**src/rtl/dma_pkg.sv**
```systemverilog
package dma_pkg;
  // layout matches cmd_i[3:0]
  typedef struct packed {
    logic dack_high;
    logic dreq_low;
    logic rotate;
    logic off;
  } dma_cfg_t;
endpackage

```
**src/rtl/dma_prio_pick.sv**
```systemverilog
module dma_prio_pick #(
  parameter int NCH = 4,
  localparam int CW = $clog2(NCH)
) (
  input  logic [NCH-1:0] req_i,
  input  logic [CW-1:0]  base_i,
  output logic           valid_o,
  output logic [CW-1:0]  ch_o
);
  logic [NCH-1:0] rot;
  logic [CW-1:0]  ofs;

  // rotate so that base_i sits at position 0 (NCH is a power of two)
  for (genvar g = 0; g < NCH; g++) begin : g_rot
    logic [CW-1:0] idx;
    assign idx    = base_i + CW'(g);
    assign rot[g] = req_i[idx];
  end

  always_comb begin
    ofs = '0;
    for (int i = NCH - 1; i >= 0; i--) begin
      if (rot[i]) ofs = CW'(i);
    end
    valid_o = |rot;
    ch_o    = base_i + ofs;
  end

  always_comb begin
    if (valid_o) a_r6_pick_legal: assert (req_i[ch_o]);
  end
endmodule

```
**src/rtl/dma_req_reg.sv**
```systemverilog
module dma_req_reg #(
  parameter int NCH = 4,
  localparam int CW = $clog2(NCH)
) (
  input  logic           clk_i,
  input  logic           rst_ni,
  input  logic           mclr_i,
  input  logic           wr_i,
  input  logic [CW-1:0]  wr_ch_i,
  input  logic           wr_set_i,
  input  logic           clr_i,
  input  logic [CW-1:0]  clr_ch_i,
  output logic [NCH-1:0] q_o
);
  always_ff @(posedge clk_i or negedge rst_ni) begin
    if (!rst_ni) begin
      q_o <= '0;
    end else if (mclr_i) begin
      q_o <= '0;
    end else begin
      for (int c = 0; c < NCH; c++) begin
        if (clr_i && clr_ch_i == CW'(c))     q_o[c] <= 1'b0;  // clear wins
        else if (wr_i && wr_ch_i == CW'(c))  q_o[c] <= wr_set_i;
      end
    end
  end

  a_r9_clear: assert property (@(posedge clk_i) disable iff (!rst_ni)
    clr_i |=> !q_o[$past(clr_ch_i)]);

  a_r2_set: assert property (@(posedge clk_i) disable iff (!rst_ni)
    (wr_i && wr_set_i && !mclr_i && !(clr_i && clr_ch_i == wr_ch_i))
    |=> q_o[$past(wr_ch_i)]);

  a_r12_mclr: assert property (@(posedge clk_i) disable iff (!rst_ni)
    mclr_i |=> (q_o == '0));
endmodule

```
**src/rtl/dma_req_arb.sv**
```systemverilog
module dma_req_arb import dma_pkg::*; #(
  parameter int NCH = 4,
  parameter int DW  = 8,
  localparam int CW = $clog2(NCH)
) (
  input  logic           clk_i,
  input  logic           rst_ni,
  input  logic           mclr_i,
  input  logic           cmd_wr_i,
  input  logic [3:0]     cmd_i,
  input  logic           mask_wr_i,
  input  logic [NCH-1:0] mask_i,
  input  logic           req_wr_i,
  input  logic [DW-1:0]  req_data_i,
  input  logic [NCH-1:0] blk_mode_i,
  input  logic [NCH-1:0] dreq_i,
  input  logic           done_i,
  input  logic           tc_i,
  input  logic           eop_i,
  output logic [NCH-1:0] dack_o,
  output logic           active_o,
  output logic [CW-1:0]  act_ch_o
);
  dma_cfg_t       cfg_q;
  logic [NCH-1:0] mask_q, sw_q, hw_req, elig, gvec;
  logic           busy_q, pick_v, clr;
  logic [CW-1:0]  cur_q, top_q, base, pick_ch;
  logic           unused_req_bits;

  assign unused_req_bits = ^req_data_i[DW-1:CW+1];

  always_ff @(posedge clk_i or negedge rst_ni) begin
    if (!rst_ni) begin
      cfg_q  <= '0;
      mask_q <= '1;
    end else if (mclr_i) begin
      cfg_q  <= '0;
      mask_q <= '1;
    end else begin
      if (cmd_wr_i)  cfg_q  <= dma_cfg_t'(cmd_i);
      if (mask_wr_i) mask_q <= mask_i;
    end
  end

  assign clr = busy_q & (tc_i | eop_i);

  dma_req_reg #(.NCH(NCH)) i_req_reg (
    .clk_i    (clk_i),
    .rst_ni   (rst_ni),
    .mclr_i   (mclr_i),
    .wr_i     (req_wr_i),
    .wr_ch_i  (req_data_i[CW-1:0]),
    .wr_set_i (req_data_i[CW]),
    .clr_i    (clr),
    .clr_ch_i (cur_q),
    .q_o      (sw_q)
  );

  assign hw_req = (cfg_q.dreq_low ? ~dreq_i : dreq_i) & ~mask_q;
  assign elig   = hw_req | (sw_q & blk_mode_i);
  assign base   = cfg_q.rotate ? top_q : '0;

  dma_prio_pick #(.NCH(NCH)) i_pick (
    .req_i   (elig),
    .base_i  (base),
    .valid_o (pick_v),
    .ch_o    (pick_ch)
  );

  always_ff @(posedge clk_i or negedge rst_ni) begin
    if (!rst_ni) begin
      busy_q <= 1'b0;
      cur_q  <= '0;
      top_q  <= '0;
    end else if (mclr_i) begin
      busy_q <= 1'b0;
      top_q  <= '0;
    end else if (cfg_q.off) begin
      busy_q <= 1'b0;
    end else if (busy_q) begin
      if (done_i) busy_q <= 1'b0;
    end else if (pick_v) begin
      busy_q <= 1'b1;
      cur_q  <= pick_ch;
      if (cfg_q.rotate) top_q <= pick_ch + CW'(1);
    end
  end

  assign gvec     = busy_q ? (NCH'(1) << cur_q) : '0;
  assign dack_o   = cfg_q.dack_high ? gvec : ~gvec;
  assign active_o = busy_q;
  assign act_ch_o = busy_q ? cur_q : '0;

  a_r8_hold: assert property (@(posedge clk_i) disable iff (!rst_ni)
    (busy_q && !done_i && !mclr_i && !cfg_q.off) |=> (busy_q && $stable(cur_q)));

  a_r8_latency: assert property (@(posedge clk_i) disable iff (!rst_ni)
    (!busy_q && pick_v && !mclr_i && !cfg_q.off) |=> busy_q);

  a_r8_release: assert property (@(posedge clk_i) disable iff (!rst_ni)
    (busy_q && done_i) |=> !busy_q);

  a_r11_off: assert property (@(posedge clk_i) disable iff (!rst_ni)
    cfg_q.off |=> !active_o);

  a_r7_rotate: assert property (@(posedge clk_i) disable iff (!rst_ni)
    (!busy_q && pick_v && cfg_q.rotate && !mclr_i && !cfg_q.off)
    |=> (top_q == cur_q + CW'(1)));

  a_r10_onehot: assert property (@(posedge clk_i) disable iff (!rst_ni)
    $onehot0(cfg_q.dack_high ? dack_o : ~dack_o));
endmodule

```
**config.mk**
```make
export PLATFORM = sky130hd
export DESIGN_NAME = dma_req_arb
export DESIGN_NICKNAME = d
export VERILOG_FILES = /design/src/rtl/dma_pkg.sv /design/src/rtl/dma_prio_pick.sv /design/src/rtl/dma_req_reg.sv /design/src/rtl/dma_req_arb.sv
export SDC_FILE = /design/constraint.sdc
export NUM_CORES = 1
export LEC_CHECK = 0
export BUFFER_PORTS_ARGS = -buffer_cell sky130_fd_sc_hd__clkbuf_2
export CORE_MARGIN = 2
export CORE_UTILIZATION = 53
export DETAILED_ROUTE_END_ITERATION = 7
export GPL_TIMING_DRIVEN = 0
export HOLD_SLACK_MARGIN = 0.05
export PLACE_DENSITY = 0.8
export SYNTH_ARGS = -nofsm -noshare
export SYNTH_HDL_FRONTEND = slang
export SYNTH_SLANG_ARGS = --single-unit
export TNS_END_PERCENT = 20
```
**constraint.sdc**
```tcl
create_clock -name clk_i -period 5.7 [get_ports clk_i]
set_input_delay 0.57 -clock clk_i [delete_from_list [all_inputs] [get_ports clk_i]]
set_output_delay 0.57 -clock clk_i [all_outputs]
set_load 0.01 [all_outputs]
```
==> flow_metrics.env, run 1 <==
export IMPL_hold_viol=0
export IMPL_die_y_microns=50.9
export IMPL_drtIter0Drc=27
export IMPL_post_drt_wl_per_cell_microns=13.7
export IMPL_io_pins=40
export IMPL_leakage_nw=0.615
export IMPL_drtAntennaViolNets=0
export IMPL_syn_avg_cell_area_sq_um=9.62
export IMPL_slew_headroom_pct=70.0
export IMPL_pwr_share_comb_pct=30.7
export IMPL_hold_path_class="input port to asynchronous set/reset pin"
export IMPL_finalWorstSetupSlack_ps=3130
export IMPL_ir_worst_vdd_uv=209
export IMPL_postCtsSetupBuffers=0
export IMPL_grt_overflow=0
export IMPL_slew_violations=0
export IMPL_die_area_sq_um=2590
export IMPL_final_cell_mix="clkbuf_2, dfrtp_1, nand2_1"
export IMPL_htree_levels=1
export IMPL_cp_max_fo=7
export IMPL_fin_crit_ps=2570
export IMPL_worstSetupStartpointType="flop"
export IMPL_antenna_found_initial=0
export IMPL_status="completed"
export IMPL_grt_pass1_wl_mm=4.26
export IMPL_clock_skew_ps=6.21
export IMPL_ff2ff_path_depth=12
export IMPL_power_frac_seq_pct=48.6
export IMPL_drc=0
export IMPL_synth_cell_types=37
export IMPL_synth_seq_area_share_pct=37.0
export IMPL_cts_root_buf="clkbuf_4"
export IMPL_syn_to_final_growth_pct=19.5
export IMPL_endpoint="top_q[1]$_DFFE_PN0P_"
export IMPL_p_int_mw=0.205
export IMPL_switchingPower_mw=0.103
export IMPL_crit_required_ps=5910
export IMPL_synthCells=121
export IMPL_ff2ff_setup_slack_ps=3130
export IMPL_hold_worst_slack_ps=186
export IMPL_via_per_inst=5.77
export IMPL_synth_area_sq_um=1160
export IMPL_drt_total_wl_mm=2.54
export IMPL_rows=16
export IMPL_synth_edf_count=0
export IMPL_synth_seq_cells=17
export IMPL_grt_pass1_vias=999
export IMPL_diodes=0
export IMPL_dieWidth_microns=50.9
export IMPL_fin_total_pwr_mw=0.308
export IMPL_drive_gt1_share_pct=32.3
export IMPL_cp_end_kind="flop"
export IMPL_coreArea_sq_um=2020
export IMPL_gp_congestion=0.852
export IMPL_fin_nets=193
export IMPL_critPathArrivalTime_ps=2780
export IMPL_criticalPathCategory="flop to flop"
export IMPL_netSwitchingFraction_pct=33.5
export IMPL_clkPwrFrac_pct=20.8
export IMPL_cts_reportedPaths_clkPinSlew_ps=100
export IMPL_r2r_start="cfg_q[2]$_DFFE_PN0P_"
export IMPL_cts_hold_buf=0
export IMPL_grt_use_total_pct=21.2
export IMPL_ctsResizeCount=0
export IMPL_cts_sinks=17
export IMPL_dp_cells=181
export IMPL_io_buffers=33
export IMPL_finalSetupViolCount=0
export IMPL_dp_final_hpwl_mm=2.05
export IMPL_rsz0062_at_grt="false"
export IMPL_yosys_warnings=0
export IMPL_r2r_end="top_q[1]$_DFFE_PN0P_"
export IMPL_synth_nets=155
export IMPL_cts_tree="yes"
export IMPL_fin_crit_sh_pct=45.1
export IMPL_cts_made_buffers=3
export IMPL_worst_pin_slew_ps=450
export IMPL_initial_core_util_pct=57.5
export IMPL_drt_pre_antenna_iters=4
export IMPL_vias=1068
export IMPL_cts_buffer_depth=2
export IMPL_clk_latency_ps=290
export IMPL_grt_max_degree=18
export IMPL_maxCapViolCount=0
export IMPL_instances_no_fill=185
export IMPL_async_flop_share_pct=100
export IMPL_critPathLaunch="cfg_q[2]$_DFFE_PN0P_"
export IMPL_p_per_area_nw_per_um2=221
export IMPL_synth_ff_type="dfrtp_1"
export IMPL_fmax_mhz=389
export IMPL_final_setup_tns_ps=0
export IMPL_mostFrequentLayoutCell="clkbuf_2"
export IMPL_dpl_worst_slack_ps=3080
[worst min path at each step]
stage / from / endpoint / cells after the start
after floorplan: rst_ni / active_o$_DFF_PN0_ / 0
after global placement: cur_q[1]$_DFFE_PN0P_ / cur_q[1]$_DFFE_PN0P_ / 2
after detailed placement: cfg_q[0]$_DFFE_PN0P_ / active_o$_DFF_PN0_ / 1
after CTS: rst_ni / top_q[1]$_DFFE_PN0P_ / 1
after global routing: rst_ni / top_q[1]$_DFFE_PN0P_ / 1
final: rst_ni / top_q[0]$_DFFE_PN0P_ / 1
[synth_stat cells, types with 4 or more instances]
library cell	instances	area, sq um
a211o_1	4	35.0
dfrtp_1	13	325
a21oi_1	4	20.0
dfstp_2	4	105
mux2i_1	8	80.1
o21ai_0	4	20.0
o21a_1	4	30.0
nor2_1	8	30.0
nand2_1	12	45.0
xnor2_1	5	43.8
nor2b_1	7	43.8
a211oi_1	5	37.5
o21ai_1	6	30.0
[cells by family (layout without fill, tap and decap cells)]
kind of cell,count (synthesis),after routing,synth area share (%)
simple gates,40,40,17.0
compound gates,39,39,26.0
flops,17,17,37.0
xor+xnor,10,10,8.82
mux,9,9,7.85
buf+inv,5,42,2.26
fa+ha+maj,1,1,1.08
[state kept, by name (all words and copies together), names as in the netlist]
name and flops:
cfg_q 4, mask_q 4, cur_q 2, active_o 1
i_req_reg.q_o 4, top_q 2
[critical path: stages, from the launching register on]
cell	delay (ps)
dfrtp_1	380
buf_6	140
xnor2_2	200
o21a_1	290
o21ai_1	110
a21oi_1	160
nor3_1	70
a31oi_1	180
ha_1	190
xor2_1	260
xnor2_1	120
o21a_1	200
a211oi_2	200
[area by class of cell]
cell class / instances / area (sq um)
Buffer: 4 / 22.5
Tap cell: 27 / 33.8
Clock inverter: 1 / 5.00
Multi-Input combinational cell: 99 / 707
Inverter: 1 / 3.75
Sequential cell: 17 / 430
Fill cell: 165 / 632
Clock buffer: 3 / 22.5
Timing Repair Buffer: 33 / 165
[per-stage QoR]
stage,util [%],instance area [sq um]
2_1_floorplan,-,1160
5_1_grt,68.8,1390
3_3_place_gp,67.4,1360
3_5_place_dp,67.4,1360
6_report,68.8,1390
4_1_cts,68.8,1390
[power by group through the flow]
stage,Clock [mW],Combinational [mW],Sequential [mW]
2_1_floorplan,0,0.0627,0.148
3_3_place_gp,0,0.0907,0.151
3_5_place_dp,0,0.0939,0.151
4_1_cts,0.0648,0.0947,0.149
5_1_grt,0.0706,0.103,0.152
6_report,0.0638,0.0943,0.149
[layer usage]
layer / global-route usage, % / up-vias / wire length [microns]
met4: 4.95 / 0 / 19
met2: 37.7 / 42 / 1260
li1: - / 532 / -
met1: 27.5 / 490 / 1110
met3: 2.92 / 4 / 148
met5: 0 / - / 0
No activity file was read; power rests on OpenSTA's default activity.
==> inputs of run 2 (changes only) <==
ABC_AREA = 1   (was default)
CORE_UTILIZATION = 50   (was 53)
PLACE_DENSITY = 0.75   (was 0.8)
clock period = 2.7 ns   (was 5.7 ns; I/O delays follow)
==> flow_metrics.env, run 2 <==
export IMPL_finalSetupViolCount=0
export IMPL_drc=0
export IMPL_cts_made_buffers=3
export IMPL_slew_headroom_pct=72.5
export IMPL_diodes=0
export IMPL_ff2ff_setup_slack_ps=470
export IMPL_critPathLaunch="cfg_q[2]$_DFFE_PN0P_"
export IMPL_die_y_microns=53.6
export IMPL_synth_edf_count=0
export IMPL_slew_violations=0
export IMPL_switchingPower_mw=0.249
export IMPL_p_int_mw=0.437
export IMPL_post_drt_wl_per_cell_microns=11.4
export IMPL_antenna_found_initial=0
export IMPL_synth_seq_cells=17
export IMPL_io_buffers=34
export IMPL_dpl_worst_slack_ps=501
export IMPL_regArea_sq_um=430
export IMPL_clkPwrFrac_pct=19.3
export IMPL_fin_nets=250
export IMPL_worstSetupStartpointType="flop"
export IMPL_worst_pin_slew_ps=413
export IMPL_hold_path_class="input port to flop"
export IMPL_grt_overflow=0
export IMPL_fillers=206
export IMPL_criticalPathCategory="flop to flop"
export IMPL_cts_sinks=17
export IMPL_crit_path_top_delay_cell="dfrtp_1"
export IMPL_power_frac_seq_pct=45.5
export IMPL_syn_avg_cell_area_sq_um=6.98
export IMPL_rows=17
export IMPL_fin_crit_ps=2230
export IMPL_clk_latency_ps=280
export IMPL_finalWorstSetupSlack_ps=474
export IMPL_mostFrequentLayoutCell="nand2_1"
export IMPL_worst_path_buf_inv=2
export IMPL_io_pins=40
export IMPL_die_area_sq_um=2870
export IMPL_yosys_warnings=0
export IMPL_grt_pass1_vias=1218
export IMPL_crit_required_ps=2880
export IMPL_r2r_start="cfg_q[2]$_DFFE_PN0P_"
export IMPL_rsz0062_at_grt="false"
export IMPL_final_setup_tns_ps=0
export IMPL_drt_pre_antenna_iters=4
export IMPL_crit_path_max_incr_delay_ps=450
export IMPL_critPathArrivalTime_ps=2410
export IMPL_yosys_area_top_type="dfrtp_1"
export IMPL_crit_family="simple AND/OR/NAND/NOR gates"
export IMPL_synth_top_area_share_pct=26.5
export IMPL_final_cell_mix="nand2_1, clkbuf_2, nand3_1"
export IMPL_htree_levels=1
export IMPL_clock_skew_ps=6.21
export IMPL_async_flop_share_pct=100
export IMPL_synth_cell_types=25
export IMPL_reg_top3="cfg_q x4, i_req_reg.q_o x4, mask_q x4"
export IMPL_fmax_mhz=449
export IMPL_vias=1255
export IMPL_grt_pass1_wl_mm=4.80
export IMPL_synth_area_sq_um=1230
export IMPL_cp_end_kind="flop"
export IMPL_grt_use_total_pct=23.0
export IMPL_cts_reportedPaths_clkPinSlew_ps=100
export IMPL_synthTopCellsByArea="dfrtp_1, nand2_1, nand3_1, dfstp_2, inv_1"
export IMPL_dp_final_hpwl_mm=2.35
export IMPL_r2r_end="cur_q[1]$_DFFE_PN0P_"
export IMPL_initial_core_util_pct=54.0
export IMPL_cts_root_buf="clkbuf_4"
export IMPL_path_cells="inv_2 -> nand2_1 -> nand3_1 -> nand3_1 -> nand3_1 -> nand2_4 -> a21oi_1 -> nor2_1 -> ha_1 -> xnor2_1 -> inv_1 -> nand3_2 -> nand2_2 -> nor2_1 -> a21oi_1"
export IMPL_fin_util_pct=64.6
export IMPL_hold_viol=0
export IMPL_synth_nets=210
export IMPL_synth_seq_area_share_pct=35.0
export IMPL_cts_buffer_depth=2
export IMPL_cpMostUsedCell="nand3_1"
export IMPL_synthCells=176
export IMPL_crit_cells=15
export IMPL_drt_total_wl_mm=2.78
export IMPL_grt_max_degree=18
export IMPL_ff2ff_path_depth=15
export IMPL_ir_worst_vdd_uv=378
export IMPL_leakage_nw=0.793
export IMPL_p_per_area_nw_per_um2=466
export IMPL_multi_input_area_sq_um=677
export IMPL_worstHoldStart="mask_i[0]"
export IMPL_drive_gt1_share_pct=28.4
export IMPL_yosys_top_cells_count="nand2_1, nand3_1, inv_1"
export IMPL_pwr_share_comb_pct=35.2
export IMPL_fin_crit_sh_pct=82.4
export IMPL_cts_tree="yes"
export IMPL_ctsResizeCount=0
export IMPL_synth_ff_type="dfrtp_1"
export IMPL_drtAntennaViolNets=0
export IMPL_synth_most_common_cell="nand2_1"
export IMPL_syn_to_final_growth_pct=19.7
export IMPL_maxCapViolCount=0
export IMPL_dieWidth_microns=53.6
export IMPL_via_per_inst=5.16
export IMPL_status="completed"
export IMPL_endpoint="cur_q[1]$_DFFE_PN0P_"
export IMPL_netSwitchingFraction_pct=36.3
export IMPL_cp_max_fo=5
export IMPL_coreArea_sq_um=2280
export IMPL_drtIter0Drc=18
export IMPL_gp_congestion=0.805
[run 2: cell types whose count changed after synthesis, sizes merged, moves of 3 or more]
| cell | previous run | this run |
|---|---|---|
| mux2i | 8 | 0 |
| inv | 1 | 28 |
| a311oi | 3 | 0 |
| a21oi | 4 | 10 |
| a211o | 4 | 0 |
| nand2 | 12 | 50 |
| nor3 | 2 | 5 |
| xnor2 | 7 | 1 |
| a211oi | 7 | 2 |
| nand3 | 3 | 30 |
| nor2b | 7 | 0 |
| o21ai | 10 | 13 |
| o21a | 5 | 0 |
[run 2: area by class of cell]
cell class | instances | share of cell area, %
plain buffers | 2 | 0.511
clock buffers | 4 | 1.79
inverters | 29 | 7.74
multi-input cells | 128 | 46.0
flip-flops and latches | 17 | 29.3
well taps | 28 | 2.38
repair buffers | 35 | 12.3
[run 2: how the worst min path moves through the flow]
stage	endpoint	slack, ps	cells past startpoint
finish	mask_q[0]$_DFFE_PN1P_	220	3
global route	mask_q[0]$_DFFE_PN1P_	220	3
CTS	mask_q[0]$_DFFE_PN1P_	210	3
detailed placement	i_req_reg.q_o[0]$_DFFE_PN0P_	220	1
global placement	i_req_reg.q_o[0]$_DFFE_PN0P_	210	1
floorplan	active_o$_DFF_PN0_	-30	0
[run 2: worst register-to-register path: stages (launching register included)]
cell     delay (ps)
dfrtp_1         450
inv_2           120
nand2_1          50
nand3_1          90
nand3_1         130
nand3_1         160
nand2_4          90
a21oi_1         140
nor2_1           60
ha_1            200
xnor2_1         240
inv_1            80
nand3_2          90
nand2_2          60
nor2_1          110
a21oi_1          50
[run 2: power groups by stage]
stage / Sequential (mW) / Clock, mW / Combinational (mW)
after global routing: 0.316 / 0.147 / 0.274
after detailed placement: 0.317 / 0 / 0.240
after CTS: 0.312 / 0.136 / 0.242
after global placement: 0.314 / 0 / 0.234
after floorplan: 0.311 / 0 / 0.162
final: 0.312 / 0.132 / 0.241
[run 2: routing by layer]
layer	global-route usage, %	part of all wire (%)	up-vias
li1	-	-	652
met1	27.8	46	572
met2	43.0	50	29
met3	2.50	3.4	2
met4	6.41	0.43	0
met5	0	0	-
[run 2: kinds of logic (layout without fill, tap and decap cells)]
logic type	Yosys count	count (layout)	share of synthesized area (%)
AOI/OAI and AO/OA	25	25	10.9
xor gates and xnor gates	5	5	3.56
adders and majority gates	1	1	1.02
buffers and inverters	31	70	9.88
DFF	17	17	35.0
and+or+nand+nor	97	97	39.6
[run 2: stage by stage]
stage	std cells	total power, mW	area, sq um	hold slack, ps
after floorplan	176	0.473	1230	-25.6
after global placement	238	0.548	1430	214
after detailed placement	238	0.557	1430	217
after CTS	243	0.691	1470	212
after global routing	243	0.737	1470	218
final	243	0.685	1470	216
[run 2: timing repair]
action / CTS / global route
setup buffers: 0 / 0
endpoints found under the hold margin: 13 / 0
hold buffers: 1 / 0
==> inputs of run 3 (changes only) <==
CORE_UTILIZATION = 45   (was 50)
PLACE_DENSITY = 0.71   (was 0.75)
clock period = 1.97 ns   (was 2.7 ns; I/O delays follow)
==> flow_metrics.env, run 3 (synthesis gave the netlist of run 2 again) <==
export IMPL_cts_made_buffers=3
export IMPL_critPathArrivalTime_ps=2260
export IMPL_io_buffers=34
export IMPL_dieWidth_microns=56.3
export IMPL_power_frac_seq_pct=42.7
export IMPL_vias=1353
export IMPL_critPathLaunch="cfg_q[2]$_DFFE_PN0P_"
export IMPL_rsz0062_at_grt="true"
export IMPL_p_int_mw=0.631
export IMPL_post_drt_wl_per_cell_microns=12.8
export IMPL_cts_sinks=17
export IMPL_worst_path_buf_inv=2
export IMPL_cts_reportedPaths_clkPinSlew_ps=100
export IMPL_maxCapViolCount=0
export IMPL_grt_max_degree=18
export IMPL_diodes=0
export IMPL_clock_skew_ps=11.7
export IMPL_cts_buffer_depth=2
export IMPL_grt_pass1_wl_mm=5.38
export IMPL_finalSetupViolCount=2
export IMPL_criticalPathCategory="flop to flop"
export IMPL_cts_root_buf="clkbuf_4"
export IMPL_violations="setup timing"
export IMPL_die_area_sq_um=3160
export IMPL_ir_worst_vdd_uv=641
export IMPL_rows=18
export IMPL_crit_required_ps=2160
export IMPL_leakage_nw=0.925
export IMPL_slew_violations=0
export IMPL_worstHoldStart="cmd_i[2]"
export IMPL_drt_total_wl_mm=3.30
export IMPL_fin_nets=263
export IMPL_crit_family="simple AND/OR/NAND/NOR gates"
export IMPL_io_pins=40
export IMPL_switchingPower_mw=0.376
export IMPL_grt_overflow=0
export IMPL_crit_path_max_incr_delay_ps=430
export IMPL_worst_pin_slew_ps=460
export IMPL_dpl_worst_slack_ps=-230
export IMPL_via_per_inst=5.24
export IMPL_mostFrequentLayoutCell="nand2_1"
export IMPL_dp_final_hpwl_mm=2.39
export IMPL_fmax_mhz=482
export IMPL_hold_path_class="input port to flop"
export IMPL_htree_levels=1
export IMPL_wl_met1_mm=1.44
export IMPL_hold_viol=0
export IMPL_netSwitchingFraction_pct=37.3
export IMPL_worstSetupStartpointType="flop"
export IMPL_top_layer="met4"
export IMPL_drtIter0Drc=58
export IMPL_pwr_share_comb_pct=39.5
export IMPL_fin_total_pwr_mw=1.01
export IMPL_path_cells="inv_2 -> nand2_2 -> nand3_2 -> nand3_2 -> nand2_1 -> nand2_1 -> nand2_2 -> a21oi_4 -> nor2_4 -> ha_4 -> xnor2_4 -> inv_2 -> nand3_2 -> nand2_2 -> nor2_2 -> a21oi_1"
export IMPL_coreArea_sq_um=2520
export IMPL_finalWorstSetupSlack_ps=-104
export IMPL_slew_headroom_pct=69.3
export IMPL_crit_path_top_delay_cell="dfrtp_1"
export IMPL_r2r_start="cfg_q[2]$_DFFE_PN0P_"
export IMPL_cp_end_kind="flop"
export IMPL_cts_tree="yes"
export IMPL_multi_input_area_sq_um=850
export IMPL_antenna_found_initial=0
export IMPL_fin_area_sq_um=1740
export IMPL_status="finished with violations"
export IMPL_cp_max_fo=5
export IMPL_die_y_microns=56.3
export IMPL_syn_to_final_growth_pct=42.0
export IMPL_initial_core_util_pct=48.7
export IMPL_clk_latency_ps=290
export IMPL_drive_gt1_share_pct=44.3
export IMPL_grt_pass1_vias=1257
export IMPL_clkPwrFrac_pct=17.9
export IMPL_fin_crit_sh_pct=105
export IMPL_wl_met3_microns=141
export IMPL_fin_crit_ps=2070
export IMPL_regArea_sq_um=432
export IMPL_drtAntennaViolNets=0
export IMPL_p_per_area_nw_per_um2=577
export IMPL_gp_congestion=0.871
export IMPL_place_area_sq_um=1440
export IMPL_reg_top3="cfg_q x4, i_req_reg.q_o x4, mask_q x4"
export IMPL_grt_use_total_pct=21.3
export IMPL_drt_pre_antenna_iters=4
export IMPL_met2_length_mm=1.63
export IMPL_drc=0
export IMPL_fillers=216
export IMPL_final_cell_mix="nand2_1, clkbuf_2, inv_1"
run 3: changes by cell type in the layout (fill, tap and decap cells not counted), moves of 2 or more:
cell     before  now
nor2_1        5    3
nand2_1      41   35
nand3_2       2   15
nand2_2       7    9
buf_4         0   13
nand2_4       2    6
nand3_1      28   14
run 3: layout make-up:
type	count	share of cell area [%]
Inverter	29	6.53
Multi-Input combinational cell	128	48.7
Clock buffer	4	1.51
Timing Repair Buffer	48	15.9
Sequential cell	17	24.7
Buffer	2	0.430
Tap cell	30	2.15
run 3: metal layers:
layer / up-vias / GRT usage [%]
met5: - / 0
met4: 0 / 11.6
met3: 8 / 1.84
met2: 41 / 36.6
met1: 628 / 26.3
li1: 676 / -
run 3: path summary, 6_finish.rpt:
| kind | endpoint | slack (ps) | depth (start not counted) |
|---|---|---|---|
| max in group asynchronous | mask_q[1]$_DFFE_PN1P_ | 1270 | 2 |
| worst min-delay path | cfg_q[2]$_DFFE_PN0P_ | 150 | 3 |
| min in group asynchronous | cfg_q[0]$_DFFE_PN0P_ | 370 | 2 |
| worst max register to register | cur_q[1]$_DFFE_PN0P_ | -100 | 16 |
| worst max-delay path | cur_q[1]$_DFFE_PN0P_ | -100 | 16 |
| worst min register to register | i_req_reg.q_o[1]$_DFFE_PN0P_ | 540 | 2 |
run 3: through the flow:
step	hold WS [ps]	TNS [ps]	utilization, %	cells
floorplan	-98.6	0	-	176
global placement	145	-227	56.9	240
detailed placement	145	-444	56.9	240
CTS	140	-149	62.4	253
global route	142	-578	69.1	258
finish	149	-206	69.1	258
run 3: worst min-delay path: stages:
cell,delay [ps]
clkbuf_2,70
nand3_1,60
o21ai_0,60
run 3: power by group through the flow:
stage | combinational [mW] | clock, mW | sequential, mW
after floorplan | 0.223 | 0 | 0.426
after global placement | 0.321 | 0 | 0.431
after detailed placement | 0.330 | 0 | 0.432
after CTS | 0.349 | 0.188 | 0.427
after global routing | 0.445 | 0.207 | 0.435
final | 0.397 | 0.180 | 0.429
run 3: timing repair:
action                                  4_1_cts  5_1_grt
endpoints found under the setup margin        2        4
setup buffers                                 8        5
hold buffers                                  1        0
gates resized for setup                       8       29
endpoints found under the hold margin        13        0
pin swaps                                     4       14
